`src/rtl/speep_pkg.sv`:
```
package speep_pkg;

   localparam logic [7:0] OPC_WEL_SET  = 8'h06;
   localparam logic [7:0] OPC_WRITE    = 8'h02;
   localparam logic [7:0] OPC_READ     = 8'h03;
   localparam logic [7:0] OPC_STATUS   = 8'h05;
   localparam logic [7:0] OPC_LOCK     = 8'h0B;
   localparam logic [7:0] OPC_UNLOCK   = 8'h0C;

   localparam int BYTE_BITS = 8;

   typedef enum logic [2:0] {
      ST_OPCODE,
      ST_WR_ADDR,
      ST_WR_DATA,
      ST_RD_ADDR,
      ST_RD_DATA,
      ST_STATUS,
      ST_DISCARD
   } cmd_state_t;

endpackage

```
`src/rtl/spi_pin_sync.sv`:
```
module spi_pin_sync #(
   parameter int               STAGES  = 2,
   parameter int               WIDTH   = 3,
   parameter logic [WIDTH-1:0] RST_VAL = '0
) (
   input  logic             clk,
   input  logic             rst_n,
   input  logic [WIDTH-1:0] pin_in,
   output logic [WIDTH-1:0] pin_q,
   output logic [WIDTH-1:0] rise,
   output logic [WIDTH-1:0] fall
);

   if (STAGES < 2) begin : g_chk_stages
      $error("spi_pin_sync: STAGES must be at least 2");
   end

   // Last entry is one cycle older than the synchronized value, for edges.
   logic [STAGES:0][WIDTH-1:0] chain_q;

   always_ff @(posedge clk or negedge rst_n) begin
      if (!rst_n) begin
         for (int s = 0; s <= STAGES; s++) chain_q[s] <= RST_VAL;
      end else begin
         chain_q[0] <= pin_in;
         for (int s = 1; s <= STAGES; s++) chain_q[s] <= chain_q[s-1];
      end
   end

   assign pin_q = chain_q[STAGES-1];

   for (genvar b = 0; b < WIDTH; b++) begin : g_edge
      assign rise[b] =  chain_q[STAGES-1][b] & ~chain_q[STAGES][b];
      assign fall[b] = ~chain_q[STAGES-1][b] &  chain_q[STAGES][b];
   end

endmodule

```
`src/rtl/spi_byte_engine.sv`:
```
module spi_byte_engine
   import speep_pkg::*;
(
   input  logic                 clk,
   input  logic                 rst_n,
   input  logic                 sel,
   input  logic                 sck_rise,
   input  logic                 sck_fall,
   input  logic                 mosi_s,
   input  logic                 tx_load,
   input  logic [BYTE_BITS-1:0] tx_byte,
   output logic [BYTE_BITS-1:0] rx_byte,
   output logic                 rx_done,
   output logic                 miso
);

   localparam int CNT_W = $clog2(BYTE_BITS);
   localparam logic [CNT_W-1:0] LAST_BIT = CNT_W'(BYTE_BITS - 1);

   logic [CNT_W-1:0]     bit_cnt_q;
   logic [BYTE_BITS-1:0] rx_sh_q;
   logic [BYTE_BITS-1:0] tx_sh_q;
   logic                 done_q;

   always_ff @(posedge clk or negedge rst_n) begin
      if (!rst_n) begin
         bit_cnt_q <= '0;
         rx_sh_q   <= '0;
         tx_sh_q   <= '0;
         done_q    <= 1'b0;
      end else if (!sel) begin
         bit_cnt_q <= '0;
         tx_sh_q   <= '0;
         done_q    <= 1'b0;
      end else begin
         done_q <= 1'b0;
         if (sck_rise) begin
            rx_sh_q   <= {rx_sh_q[BYTE_BITS-2:0], mosi_s};
            bit_cnt_q <= bit_cnt_q + 1'b1;
            if (bit_cnt_q == LAST_BIT) done_q <= 1'b1;
         end
         // A fresh reply byte already shows its MSB; the fall right after a
         // byte boundary must not shift it away.
         if (tx_load) begin
            tx_sh_q <= tx_byte;
         end else if (sck_fall && bit_cnt_q != '0) begin
            tx_sh_q <= {tx_sh_q[BYTE_BITS-2:0], 1'b0};
         end
      end
   end

   assign rx_byte = rx_sh_q;
   assign rx_done = done_q;
   assign miso    = tx_sh_q[BYTE_BITS-1];

endmodule

```
`src/rtl/page_stage_buffer.sv`:
```
module page_stage_buffer
   import speep_pkg::*;
#(
   parameter int PAGE_W = 3
) (
   input  logic                            clk,
   input  logic                            rst_n,
   input  logic                            start,
   input  logic [PAGE_W-1:0]               start_off,
   input  logic                            wr_en,
   input  logic [BYTE_BITS-1:0]            wr_byte,
   output logic [PAGE_W-1:0]               cur_off,
   output logic [(1<<PAGE_W)-1:0]          lane_mask,
   output logic [(1<<PAGE_W)*BYTE_BITS-1:0] lane_data
);

   localparam int LANES = 1 << PAGE_W;

   logic [BYTE_BITS-1:0] data_q [LANES];
   logic [LANES-1:0]     mask_q;
   logic [PAGE_W-1:0]    off_q;

   always_ff @(posedge clk or negedge rst_n) begin
      if (!rst_n) begin
         for (int i = 0; i < LANES; i++) data_q[i] <= '0;
         mask_q <= '0;
         off_q  <= '0;
      end else if (start) begin
         mask_q <= '0;
         off_q  <= start_off;
      end else if (wr_en) begin
         data_q[off_q] <= wr_byte;
         mask_q[off_q] <= 1'b1;
         off_q         <= off_q + 1'b1;   // natural wrap inside the page
      end
   end

   for (genvar b = 0; b < LANES; b++) begin : g_lane
      assign lane_data[b*BYTE_BITS +: BYTE_BITS] = data_q[b];
   end

   assign lane_mask = mask_q;
   assign cur_off   = off_q;

endmodule

```
`src/rtl/paged_byte_array.sv`:
```
module paged_byte_array
   import speep_pkg::*;
#(
   parameter int                   ADDR_W = 6,
   parameter int                   PAGE_W = 3,
   parameter logic [BYTE_BITS-1:0] FILL   = 8'hFF
) (
   input  logic                             clk,
   input  logic                             rst_n,
   input  logic [ADDR_W-1:0]                rd_addr,
   output logic [BYTE_BITS-1:0]             rd_data,
   input  logic                             commit,
   input  logic [ADDR_W-PAGE_W-1:0]         commit_page,
   input  logic [(1<<PAGE_W)-1:0]           commit_mask,
   input  logic [(1<<PAGE_W)*BYTE_BITS-1:0] commit_data
);

   localparam int DEPTH = 1 << ADDR_W;
   localparam int LANES = 1 << PAGE_W;

   logic [BYTE_BITS-1:0] mem_q [DEPTH];

   always_ff @(posedge clk or negedge rst_n) begin
      if (!rst_n) begin
         for (int i = 0; i < DEPTH; i++) mem_q[i] <= FILL;
      end else if (commit) begin
         for (int b = 0; b < LANES; b++) begin
            if (commit_mask[b]) begin
               mem_q[{commit_page, PAGE_W'(b)}] <= commit_data[b*BYTE_BITS +: BYTE_BITS];
            end
         end
      end
   end

   assign rd_data = mem_q[rd_addr];

endmodule

```
`src/rtl/spi_paged_eeprom.sv`:
```
module spi_paged_eeprom
   import speep_pkg::*;
#(
   parameter int                   ADDR_W      = 6,
   parameter int                   PAGE_W      = 3,
   parameter int                   BUSY_CYCLES = 1000,
   parameter int                   SYNC_STAGES = 2,
   parameter logic [BYTE_BITS-1:0] FILL        = 8'hFF
) (
   input  logic clk,
   input  logic rst_n,
   input  logic spi_sck,
   input  logic spi_cs_n,
   input  logic spi_mosi,
   output logic spi_miso
);

   localparam int PAGES_W = ADDR_W - PAGE_W;
   localparam int LANES   = 1 << PAGE_W;
   localparam int BUSY_W  = $clog2(BUSY_CYCLES + 1);

   if (ADDR_W < 2 || ADDR_W > BYTE_BITS) begin : g_chk_addr
      $error("spi_paged_eeprom: ADDR_W must lie in 2..8");
   end
   if (PAGE_W < 1 || PAGE_W >= ADDR_W) begin : g_chk_page
      $error("spi_paged_eeprom: PAGE_W must lie in 1..ADDR_W-1");
   end
   if (BUSY_CYCLES < 1) begin : g_chk_busy
      $error("spi_paged_eeprom: BUSY_CYCLES must be positive");
   end

   // ---------------- pin synchronization (bit0 sck, bit1 cs_n, bit2 mosi)
   logic [2:0] pins_s, pins_rise, pins_fall;

   spi_pin_sync #(
      .STAGES  (SYNC_STAGES),
      .WIDTH   (3),
      .RST_VAL (3'b010)
   ) u_sync (
      .clk    (clk),
      .rst_n  (rst_n),
      .pin_in ({spi_mosi, spi_cs_n, spi_sck}),
      .pin_q  (pins_s),
      .rise   (pins_rise),
      .fall   (pins_fall)
   );

   logic sel, cs_rise, unused_pins;
   assign sel         = ~pins_s[1];
   assign cs_rise     = pins_rise[1];
   assign unused_pins = ^{pins_rise[2], pins_fall[2], pins_fall[1], pins_s[0]};

   // ---------------- byte engine
   logic [BYTE_BITS-1:0] rx_byte, tx_byte;
   logic                 rx_done, tx_load;

   spi_byte_engine u_engine (
      .clk      (clk),
      .rst_n    (rst_n),
      .sel      (sel),
      .sck_rise (pins_rise[0]),
      .sck_fall (pins_fall[0]),
      .mosi_s   (pins_s[2]),
      .tx_load  (tx_load),
      .tx_byte  (tx_byte),
      .rx_byte  (rx_byte),
      .rx_done  (rx_done),
      .miso     (spi_miso)
   );

   // ---------------- command state
   cmd_state_t          state_q, state_d;
   logic                wel_q, wel_d;
   logic                lock_q, lock_d;
   logic                wr_cmd_q, wr_cmd_d;   // current transaction is a write
   logic                wr_ok_q, wr_ok_d;     // and it was accepted
   logic [PAGES_W-1:0]  page_q, page_d;
   logic [ADDR_W-1:0]   addr_q, addr_d;
   logic [BUSY_W-1:0]   busy_cnt_q;
   logic                busy;

   logic                buf_start, buf_we, rd_step, commit;
   logic [PAGE_W-1:0]   buf_off;
   logic [LANES-1:0]    buf_mask;
   logic [LANES*BYTE_BITS-1:0] buf_data;

   logic [ADDR_W-1:0]    rx_addr, rd_addr;
   logic [BYTE_BITS-1:0] rd_data, status_byte;

   assign busy        = (busy_cnt_q != '0);
   assign rx_addr     = rx_byte[ADDR_W-1:0];
   assign status_byte = {{(BYTE_BITS-3){1'b0}}, lock_q, wel_q, busy};
   assign rd_addr     = (state_q == ST_RD_ADDR) ? rx_addr : addr_q;
   assign commit      = cs_rise & wr_ok_q & (|buf_mask);

   always_comb begin
      state_d   = state_q;
      wel_d     = wel_q;
      lock_d    = lock_q;
      wr_cmd_d  = wr_cmd_q;
      wr_ok_d   = wr_ok_q;
      page_d    = page_q;
      addr_d    = addr_q;
      tx_load   = 1'b0;
      tx_byte   = '0;
      buf_start = 1'b0;
      buf_we    = 1'b0;
      rd_step   = 1'b0;

      if (cs_rise) begin
         state_d  = ST_OPCODE;
         wr_cmd_d = 1'b0;
         wr_ok_d  = 1'b0;
         if (wr_cmd_q) wel_d = 1'b0;
      end else if (rx_done) begin
         unique case (state_q)
            ST_OPCODE: begin
               state_d = ST_DISCARD;
               if (busy) begin
                  if (rx_byte == OPC_STATUS) begin
                     state_d = ST_STATUS;
                     tx_load = 1'b1;
                     tx_byte = status_byte;
                  end
               end else begin
                  unique case (rx_byte)
                     OPC_WEL_SET: wel_d  = 1'b1;
                     OPC_LOCK:    lock_d = 1'b1;
                     OPC_UNLOCK:  lock_d = 1'b0;
                     OPC_WRITE: begin
                        state_d  = ST_WR_ADDR;
                        wr_cmd_d = 1'b1;
                     end
                     OPC_READ:    state_d = ST_RD_ADDR;
                     OPC_STATUS: begin
                        state_d = ST_STATUS;
                        tx_load = 1'b1;
                        tx_byte = status_byte;
                     end
                     default: ;
                  endcase
               end
            end
            ST_WR_ADDR: begin
               state_d   = ST_WR_DATA;
               buf_start = 1'b1;
               page_d    = rx_addr[ADDR_W-1:PAGE_W];
               wr_ok_d   = wel_q & ~lock_q;
            end
            ST_WR_DATA: buf_we = wr_ok_q;
            ST_RD_ADDR: begin
               state_d = ST_RD_DATA;
               tx_load = 1'b1;
               tx_byte = rd_data;
               addr_d  = rx_addr + 1'b1;
            end
            ST_RD_DATA: begin
               tx_load = 1'b1;
               tx_byte = rd_data;
               addr_d  = addr_q + 1'b1;   // wraps at the array end
               rd_step = 1'b1;
            end
            ST_STATUS: begin
               tx_load = 1'b1;
               tx_byte = status_byte;
            end
            default: ;
         endcase
      end
   end

   always_ff @(posedge clk or negedge rst_n) begin
      if (!rst_n) begin
         state_q  <= ST_OPCODE;
         wel_q    <= 1'b0;
         lock_q   <= 1'b0;
         wr_cmd_q <= 1'b0;
         wr_ok_q  <= 1'b0;
         page_q   <= '0;
         addr_q   <= '0;
      end else begin
         state_q  <= sel ? state_d : ST_OPCODE;
         wel_q    <= wel_d;
         lock_q   <= lock_d;
         wr_cmd_q <= wr_cmd_d;
         wr_ok_q  <= wr_ok_d;
         page_q   <= page_d;
         addr_q   <= addr_d;
      end
   end

   always_ff @(posedge clk or negedge rst_n) begin
      if (!rst_n)      busy_cnt_q <= '0;
      else if (commit) busy_cnt_q <= BUSY_W'(BUSY_CYCLES);
      else if (busy)   busy_cnt_q <= busy_cnt_q - 1'b1;
   end

   // ---------------- staging buffer and storage
   page_stage_buffer #(.PAGE_W(PAGE_W)) u_stage (
      .clk       (clk),
      .rst_n     (rst_n),
      .start     (buf_start),
      .start_off (rx_addr[PAGE_W-1:0]),
      .wr_en     (buf_we),
      .wr_byte   (rx_byte),
      .cur_off   (buf_off),
      .lane_mask (buf_mask),
      .lane_data (buf_data)
   );

   paged_byte_array #(
      .ADDR_W (ADDR_W),
      .PAGE_W (PAGE_W),
      .FILL   (FILL)
   ) u_array (
      .clk         (clk),
      .rst_n       (rst_n),
      .rd_addr     (rd_addr),
      .rd_data     (rd_data),
      .commit      (commit),
      .commit_page (page_q),
      .commit_mask (buf_mask),
      .commit_data (buf_data)
   );

endmodule

```
`config.mk`:
```
export PLATFORM = sky130hd
export DESIGN_NAME = spi_paged_eeprom
export DESIGN_NICKNAME = d
export VERILOG_FILES = /design/src/rtl/speep_pkg.sv /design/src/rtl/spi_pin_sync.sv /design/src/rtl/spi_byte_engine.sv /design/src/rtl/page_stage_buffer.sv /design/src/rtl/paged_byte_array.sv /design/src/rtl/spi_paged_eeprom.sv
export SDC_FILE = /design/constraint.sdc
export NUM_CORES = 1
export LEC_CHECK = 0
export BUFFER_PORTS_ARGS = -buffer_cell sky130_fd_sc_hd__buf_4
export CELL_PAD_IN_SITES_DETAIL_PLACEMENT = 0
export CELL_PAD_IN_SITES_GLOBAL_PLACEMENT = 1
export CORE_UTILIZATION = 40
export CTS_CLUSTER_SIZE = 28
export DETAILED_ROUTE_END_ITERATION = 8
export GPL_TIMING_DRIVEN = 1
export PLACE_DENSITY = 0.69
export RECOVER_POWER = 50
export SYNTH_ARGS = -nofsm -noshare
export SYNTH_HDL_FRONTEND = slang
export SYNTH_SLANG_ARGS = --single-unit
```
`constraint.sdc`:
```
create_clock -name clk -period 2.7 [get_ports clk]
set_clock_uncertainty 0.1 [all_clocks]
set_input_delay 0.135 -clock clk [delete_from_list [all_inputs] [get_ports clk]]
set_output_delay 0.135 -clock clk [all_outputs]
set_load 0.02 [all_outputs]
```
==> impl_metrics.csv, run 1 <==
group,metric,value,unit
status,status,"complete, but fails checks",
status,violations,"max-capacitance violations, max-slew violations, negative setup slack",
synthesis,ys_seq_area_frac,0.543,
synthesis,synth_edf_count,0,
floorplanning,ios,6,
finish,fin_area,0.0400,mm²
sta,fin_crit_sh,1.07,
run,cap_violations,1,
detailed_routing,wire_per_inst,30.5,µm
setup_path,reg2reg_depth,10,
sta,fmax,347,MHz
hold_path,hold_class,"in2reg",
sta,setup_slack,-181,ps
finish,syn2layout_area_growth,30.4,%
hold_path,hp-start,"spi_sck",
detailed_routing,drc,0,
setup_path,path_cells,"and4b_4 -> buf_12 -> buf_4 -> buf_16 -> a211oi_1 -> a211oi_2 -> a2111oi_2 -> mux2i_1 -> o22ai_1 -> or4_1",
power_and_ir_drop,power.total,21.5,mW
setup_path,critPathLaunch,"state_q[2]",
power_and_ir_drop,p_per_area,537,mW/mm²
detailed_routing,avgViaCountPerCell,5.84,
floorplanning,rows,101,
synthesis,ys_warn_count,0,
floorplanning,die-area,0.0779,mm²
synthesis,synth_top_cells_by_area,"dfstp_2 (44%), mux2_2 (22%), dfrtp_1 (10%)",
synthesis,syn_area,0.0307,mm²
synthesis,synth.avg_cell_area,12.6,µm²
global_route,antenna_found_initial,1,
sta,tightestPinTransition,2090,ps
synthesis,syn_nets,2453,
global_route,grt_max_degree,97,
detailed_routing,wl,119,mm
global_route,groute.usage.overall,0.305,
detailed_routing,ant_nets,0,
sta,relSlewSlack,-0.395,
floorplanning,coreArea,0.0759,mm²
detailed_routing,vias,22800,
detailed_routing,first_pass_iters,5,
sta,hold_violations,0,
cts,clk-insertion-delay-late,620,ps
global_route,grt_pass1_wl,170,mm
cts,cts.path.max_buffers,3,
setup_path,path_max_fanout,7,
cts,cts_root_buf,"clkbuf_16",
setup_path,endpoint_kind,"register",
setup_path,crit_arrival,3270,ps
synthesis,synthCells,2442,
setup_path,required,3080,ps
cts,cts_inserted_buffers,74,
synthesis,yosys.area.top_type,"dfstp_2",
finish,nNetsFinal,2827,
synthesis,synth_top_flop_cell,"dfstp_2",
cts,path_clk_slew,60,ps
setup_path,cp-start-kind,"register",
cts,cts_num_sinks,641,
power_and_ir_drop,irDropWorstVdd,0.000454,V
cts,tritoncts,"done",
global_route,overflow,0,
synthesis,yosys.area.top_type_share,0.441,
finish,nFillCells,6331,
detailed_routing,drt-initial-drc-count,2083,
sta,setup_violations,8,
synthesis,ys_ff_latch,641,
cts,h-tree-depth,3,
setup_path,rrSetupSlack,-180,ps
global_route,grt_pass1_vias,23100,
placed_design,place_congestion,0.983,
setup_path,max_stage_delay,530,ps
synthesis,synth.most_common_cell,"mux2_2",
setup_path,critPathSlowestCell,"or4_1",
setup_path,worstSetupPathType,"reg2reg",
synthesis,ys_types,77,
placed_design,placed_area,0.0352,mm²
sta,period_minus_slack,2880,ps
setup_path,r2r-start,"state_q[2]",
floorplanning,start_util,0.404,
sta,grt_setup_unrepaired,"yes",
sta,slew_viol_final,59,
synthesis,ys_top_cells_by_count,"mux2_2 (594), dfstp_2 (515), nand2_1 (310)",
placed_design,dp_hpwl,82.9,mm
placed_design,io_buffers,5,
finish,drive_above_1_share,0.639,
setup_path,worstSetupEndpoint,"u_engine.tx_sh_q[4]",
setup_path,r2r_end,"u_engine.tx_sh_q[4]",
synthesis,async_flop_share,1.00,
power_and_ir_drop,p_leak,16.4,nW
floorplanning,dieHeight,279,µm
floorplanning,die_w,279,µm
## worst min path at each step
stage                                 end  slack [ps]  cells past startpoint
floorplan                       addr_q[0]        -260                      0
global placement    u_stage.lane_data[38]          50                      1
detailed placement  u_stage.lane_data[32]          70                      1
CTS                 u_stage.lane_data[38]          20                      2
global route            u_sync.chain_q[2]         120                      2
finish                  u_sync.chain_q[0]          90                      2
## cell families after synthesis
| family | Yosys count | share of synthesized area |
|---|---|---|
| compound gates | 303 | 0.0727 |
| buf+inv | 196 | 0.0319 |
| mux | 718 | 0.262 |
| flops | 641 | 0.543 |
| xor+xnor | 5 | 0.00143 |
| simple gates | 573 | 0.0867 |
| fa+ha+maj | 6 | 0.00244 |
## per-stage QoR
step	cells	worst slack, ps	hold slack, ps	utilization	setup TNS, ps
floorplan	2442	190	-261	-	0
CTS	3897	-121	18.8	0.522	-659
global route	3905	-223	116	0.527	-10510
global placement	3697	-520	52.5	0.464	-6920
detailed placement	3697	-458	67.3	0.464	-6140
finish	3906	-181	91.2	0.527	-1180
## flip-flops by register name, indices dropped and copies added, names as in the netlist
signal,count
u_array.mem_q,512
u_stage.lane_data,64
busy_cnt_q,10
u_engine.rx_byte,8
u_engine.tx_sh_q,8
u_stage.lane_mask,8
addr_q,6
u_sync.chain_q,5
page_q,3
state_q,3
u_engine.bit_cnt_q,3
u_stage.cur_off,3
u_sync.pin_q,3
lock_q,1
u_engine.rx_done,1
wel_q,1
wr_cmd_q,1
wr_ok_q,1
## report_power, final
| part | internal, mW | leakage, nW | switching (mW) |
|---|---|---|---|
| clock | 6.28 | 1.24 | 4.18 |
| sequential | 9.70 | 7.04 | 0.0695 |
| combinational | 0.345 | 8.09 | 0.917 |
## cells in the final DEF (no fill, tap or decap), types with 11 or more instances in the layout
cell and n:
buf_16 12, clkbuf_8 18, nand2b_1 12, nor2_1 54
nor2b_1 15, a31oi_1 14, buf_4 255, nand3_1 72
buf_6 27, dfstp_2 515, a211oi_2 37, a211oi_4 22
mux2_2 592, o21ai_0 16, dfrtp_1 123, a21oi_1 36
clkbuf_16 80, buf_12 108, a211oi_1 50, clkbuf_1 21
nand4_1 22, inv_1 60, nand2_1 305, a32oi_1 19
mux2i_1 83, mux2i_4 17, mux2i_2 17, clkinv_2 11
## layout make-up
cell class                      count  area, µm²  area share
Clock inverter                     22        277     0.00691
Multi-Input combinational cell   1609      14300       0.356
Antenna cell                        1       2.50   0.0000625
Sequential cell                   641      16700       0.417
Tap cell                         1030       1290      0.0322
Clock buffer                      113       2230      0.0557
Inverter                           60        225     0.00563
Timing Repair Buffer              430       5060       0.126
## critical path, delay by kind of cell, from the launching register on
family | cells | cell delay, ps
multiplexers | 1 | 200
AND/OR/NAND/NOR | 2 | 940
buffers and inverters | 3 | 430
AO/OA/AOI/OAI | 4 | 640
flip-flops | 1 | 420
## layer usage
metal / wire length (µm) / GRT usage
met4: 5620 / 0.136
met5: 0 / 0
met1: 51600 / 0.422
met3: 8690 / 0.0541
met2: 53200 / 0.467
## repair_timing
item / in CTS / in global routing
cloned: 15 / 3
gates resized for setup: 208 / 73
hold endpoints to repair: 123 / 0
pin swaps: 55 / 31
setup endpoints to repair: 154 / 23
buffers inserted: 46 / 7
hold buffers: 4 / 0
(Power assumes the default switching activity.)
==> run 2: changes to the inputs <==
--- a/config.mk
+++ b/config.mk
@@ -5,6 +5,7 @@
 export SDC_FILE = /design/constraint.sdc
 export NUM_CORES = 1
 export LEC_CHECK = 0
+export ABC_AREA = 1
 export BUFFER_PORTS_ARGS = -buffer_cell sky130_fd_sc_hd__buf_4
 export CELL_PAD_IN_SITES_DETAIL_PLACEMENT = 0
 export CELL_PAD_IN_SITES_GLOBAL_PLACEMENT = 1
@@ -12,7 +13,7 @@
 export CTS_CLUSTER_SIZE = 28
 export DETAILED_ROUTE_END_ITERATION = 8
 export GPL_TIMING_DRIVEN = 1
-export PLACE_DENSITY = 0.69
+export PLACE_DENSITY = 0.74
 export RECOVER_POWER = 50
 export SYNTH_ARGS = -nofsm -noshare
 export SYNTH_HDL_FRONTEND = slang
==> run 2 against run 1 <==
  * Sequential power down 0.5%
  * Combinational power down 42%
  * First-iteration DRC count up 57%
  * Power down 1.7%
  * Maximum frequency up 8.8%
  * The run ends with max-capacitance violations, max-slew violations left
  * Critical path depth up 6
  * Global-route usage down 1.1 points
  * Wire length down 7.7%
  * Register-to-register slack better by 230 ps
  * Area after synthesis down 4.4%
  * Highest routed layer unchanged
  * Non-clock buffer count down 242
  * Clock power about the same
==> impl_metrics.csv, run 2 <==
group,metric,value,unit
status,status,"complete, but fails checks",
status,violations,"max-capacitance violations, max-slew violations",
synthesis,synth_top_cells_by_area,"dfstp_2 (46%), nand2_1 (16%), dfrtp_1 (11%)",
setup_path,worstSetupPathType,"reg2reg",
setup_path,endpoint_kind,"register",
power_and_ir_drop,p_leak,12.7,nW
detailed_routing,drt-initial-drc-count,3269,
finish,top_register,"u_array.mem_q",
floorplanning,ios,6,
floorplanning,rows,98,
floorplanning,start_util,0.407,
detailed_routing,vias,25300,
setup_path,required,3120,ps
sta,fmax,378,MHz
synthesis,ys_ff_latch,641,
power_and_ir_drop,p_per_area,617,mW/mm²
setup_path,cp-start-kind,"register",
finish,fin_area,0.0342,mm²
setup_path,r2r-start,"state_q[2]",
sta,period_minus_slack,2650,ps
finish,final_common_cell,"nand2_1",
global_route,grt_max_degree,75,
floorplanning,die_w,273,µm
hold_path,hold_class,"in2reg",
synthesis,ys_warn_count,0,
synthesis,ys_top_cells_by_count,"nand2_1 (1253), o21ai_0 (613), nand3_1 (524)",
hold_path,whs_endpoint,"u_sync.chain_q[0]",
cts,clk-insertion-delay-late,640,ps
floorplanning,die-area,0.0745,mm²
setup_path,rrSetupSlack,50,ps
global_route,overflow,0,
finish,finalNonFillerCells,4550,
hold_path,hold_path_depth,2,
synthesis,ys_seq_area_frac,0.568,
cts,cts_root_buf,"clkbuf_16",
setup_path,reg2reg_depth,16,
run,cap_violations,1,
global_route,antenna_found_initial,3,
cts,cts.path.max_buffers,3,
placed_design,dp_hpwl,76.6,mm
sta,slew_viol_final,54,
sta,relSlewSlack,-0.273,
detailed_routing,ant_nets,0,
finish,drive_above_1_share,0.242,
setup_path,crit_arrival,3070,ps
synthesis,yosys.area.top_type,"dfstp_2",
synthesis,synthCells,3477,
detailed_routing,wl,110,mm
setup_path,path_max_fanout,15,
detailed_routing,first_pass_iters,6,
sta,hold_violations,0,
global_route,groute.usage.overall,0.293,
global_route,grt_pass1_wl,161,mm
cts,tritoncts,"done",
synthesis,async_flop_share,1.00,
synthesis,synth.most_common_cell,"nand2_1",
synthesis,synth_top_flop_cell,"dfstp_2",
cts,cts_inserted_buffers,74,
cts,path_clk_slew,60,ps
placed_design,dpl.cell_count,4389,
sta,hold_ws,68.2,ps
detailed_routing,avgViaCountPerCell,5.56,
synthesis,yosys.area.top_type_share,0.461,
sta,setup_violations,0,
sta,tightestPinTransition,1910,ps
synthesis,ys_types,43,
floorplanning,coreArea,0.0721,mm²
sta,fin_crit_sh,0.981,
synthesis,syn_nets,3488,
detailed_routing,wire_per_inst,24.2,µm
floorplanning,dieHeight,273,µm
finish,syn2layout_area_growth,16.6,%
global_route,grt_pass1_vias,23500,
synthesis,syn_area,0.0294,mm²
finish,final_cell_mix,"nand2_1 (1251), o21ai_0 (611), dfstp_2 (514)",
cts,cts_num_sinks,641,
setup_path,r2r_end,"u_engine.tx_sh_q[1]",
placed_design,place_congestion,0.997,
placed_design,placed_area,0.0312,mm²
synthesis,synth_edf_count,0,
power_and_ir_drop,irDropWorstVdd,0.000480,V
hold_path,hp-start,"spi_sck",
finish,nNetsFinal,3553,
finish,largest_reg_flops,512,
placed_design,io_buffers,5,
synthesis,synth.avg_cell_area,8.45,µm²
detailed_routing,drc,0,
cts,h-tree-depth,3,
run 2: stage by stage:
stage	setup slack, ps	util	TNS (ps)	total power, mW
detailed placement	23.5	0.433	0	10.6
floorplan	543	-	0	10.1
finish	52.5	0.475	0	21.1
global placement	32.7	0.433	0	10.6
global route	-15.6	0.475	-20.4	21.7
CTS	4.61	0.470	0	21.3
run 2: repair_timing:
item	in CTS	in global routing
gates resized for setup	0	39
setup buffers	2	16
gates cloned	0	5
hold endpoints to repair	173	0
endpoints found under the setup margin	1	33
hold buffers	4	0
pin swaps	1	6
run 2: cell type report:
cell class              instances  area (µm²)
diodes                          1        2.50
clock buffers                 116        2300
clock inverters                17         280
fillers                      7174       37900
inverters                     125         472
multi-input cells            2512       11500
flip-flops and latches        641       16700
well taps                     950        1190
repair buffers                188        1860
run 2: cells by family after synthesis:
logic type	after synthesis	share of synthesized area
compound gates	646	0.113
xor+xnor	5	0.00149
fa+ha+maj	6	0.00256
buf+inv	325	0.0482
flops	641	0.568
simple gates	1854	0.267
run 2: power by group:
group	switching (mW)	internal, mW
Sequential	0.0356	9.69
Combinational	0.580	0.145
Clock	4.23	6.45
Total	4.84	16.3
run 2: worst max path at each step:
stage,startpoint,depth (start not counted),slack (ps),end
2_1_floorplan,u_sync.pin_q[1],9,540,u_array.mem_q[0]
3_3_place_gp,state_q[2],14,30,u_engine.tx_sh_q[1]
3_5_place_dp,state_q[0],12,20,u_engine.tx_sh_q[7]
4_1_cts,state_q[0],11,5,u_engine.tx_sh_q[7]
5_1_grt,state_q[2],18,-20,u_engine.tx_sh_q[2]
6_report,state_q[2],16,50,u_engine.tx_sh_q[1]
run 2: layer usage:
layer,up-vias,share of wire,GRT usage
met1,12400,0.45,0.431
li1,11700,-,-
met2,1099,0.43,0.425
met4,0,0.041,0.120
met3,182,0.083,0.0527
met5,-,0,0
run 2: critical path: stages, from the launching register on:
cell and delay, ps:
dfrtp_1 380, inv_2 120, nand3_4 170, o21ai_4 290, buf_6 170, clkbuf_16 180, nand3_1 220, nand3_1 190
nand3_1 90, nand3_1 140, nand3_1 120, nand3_1 120, nand2_1 50, nand2_1 50, nand2_1 50, nand2_1 50
nand2_1 40
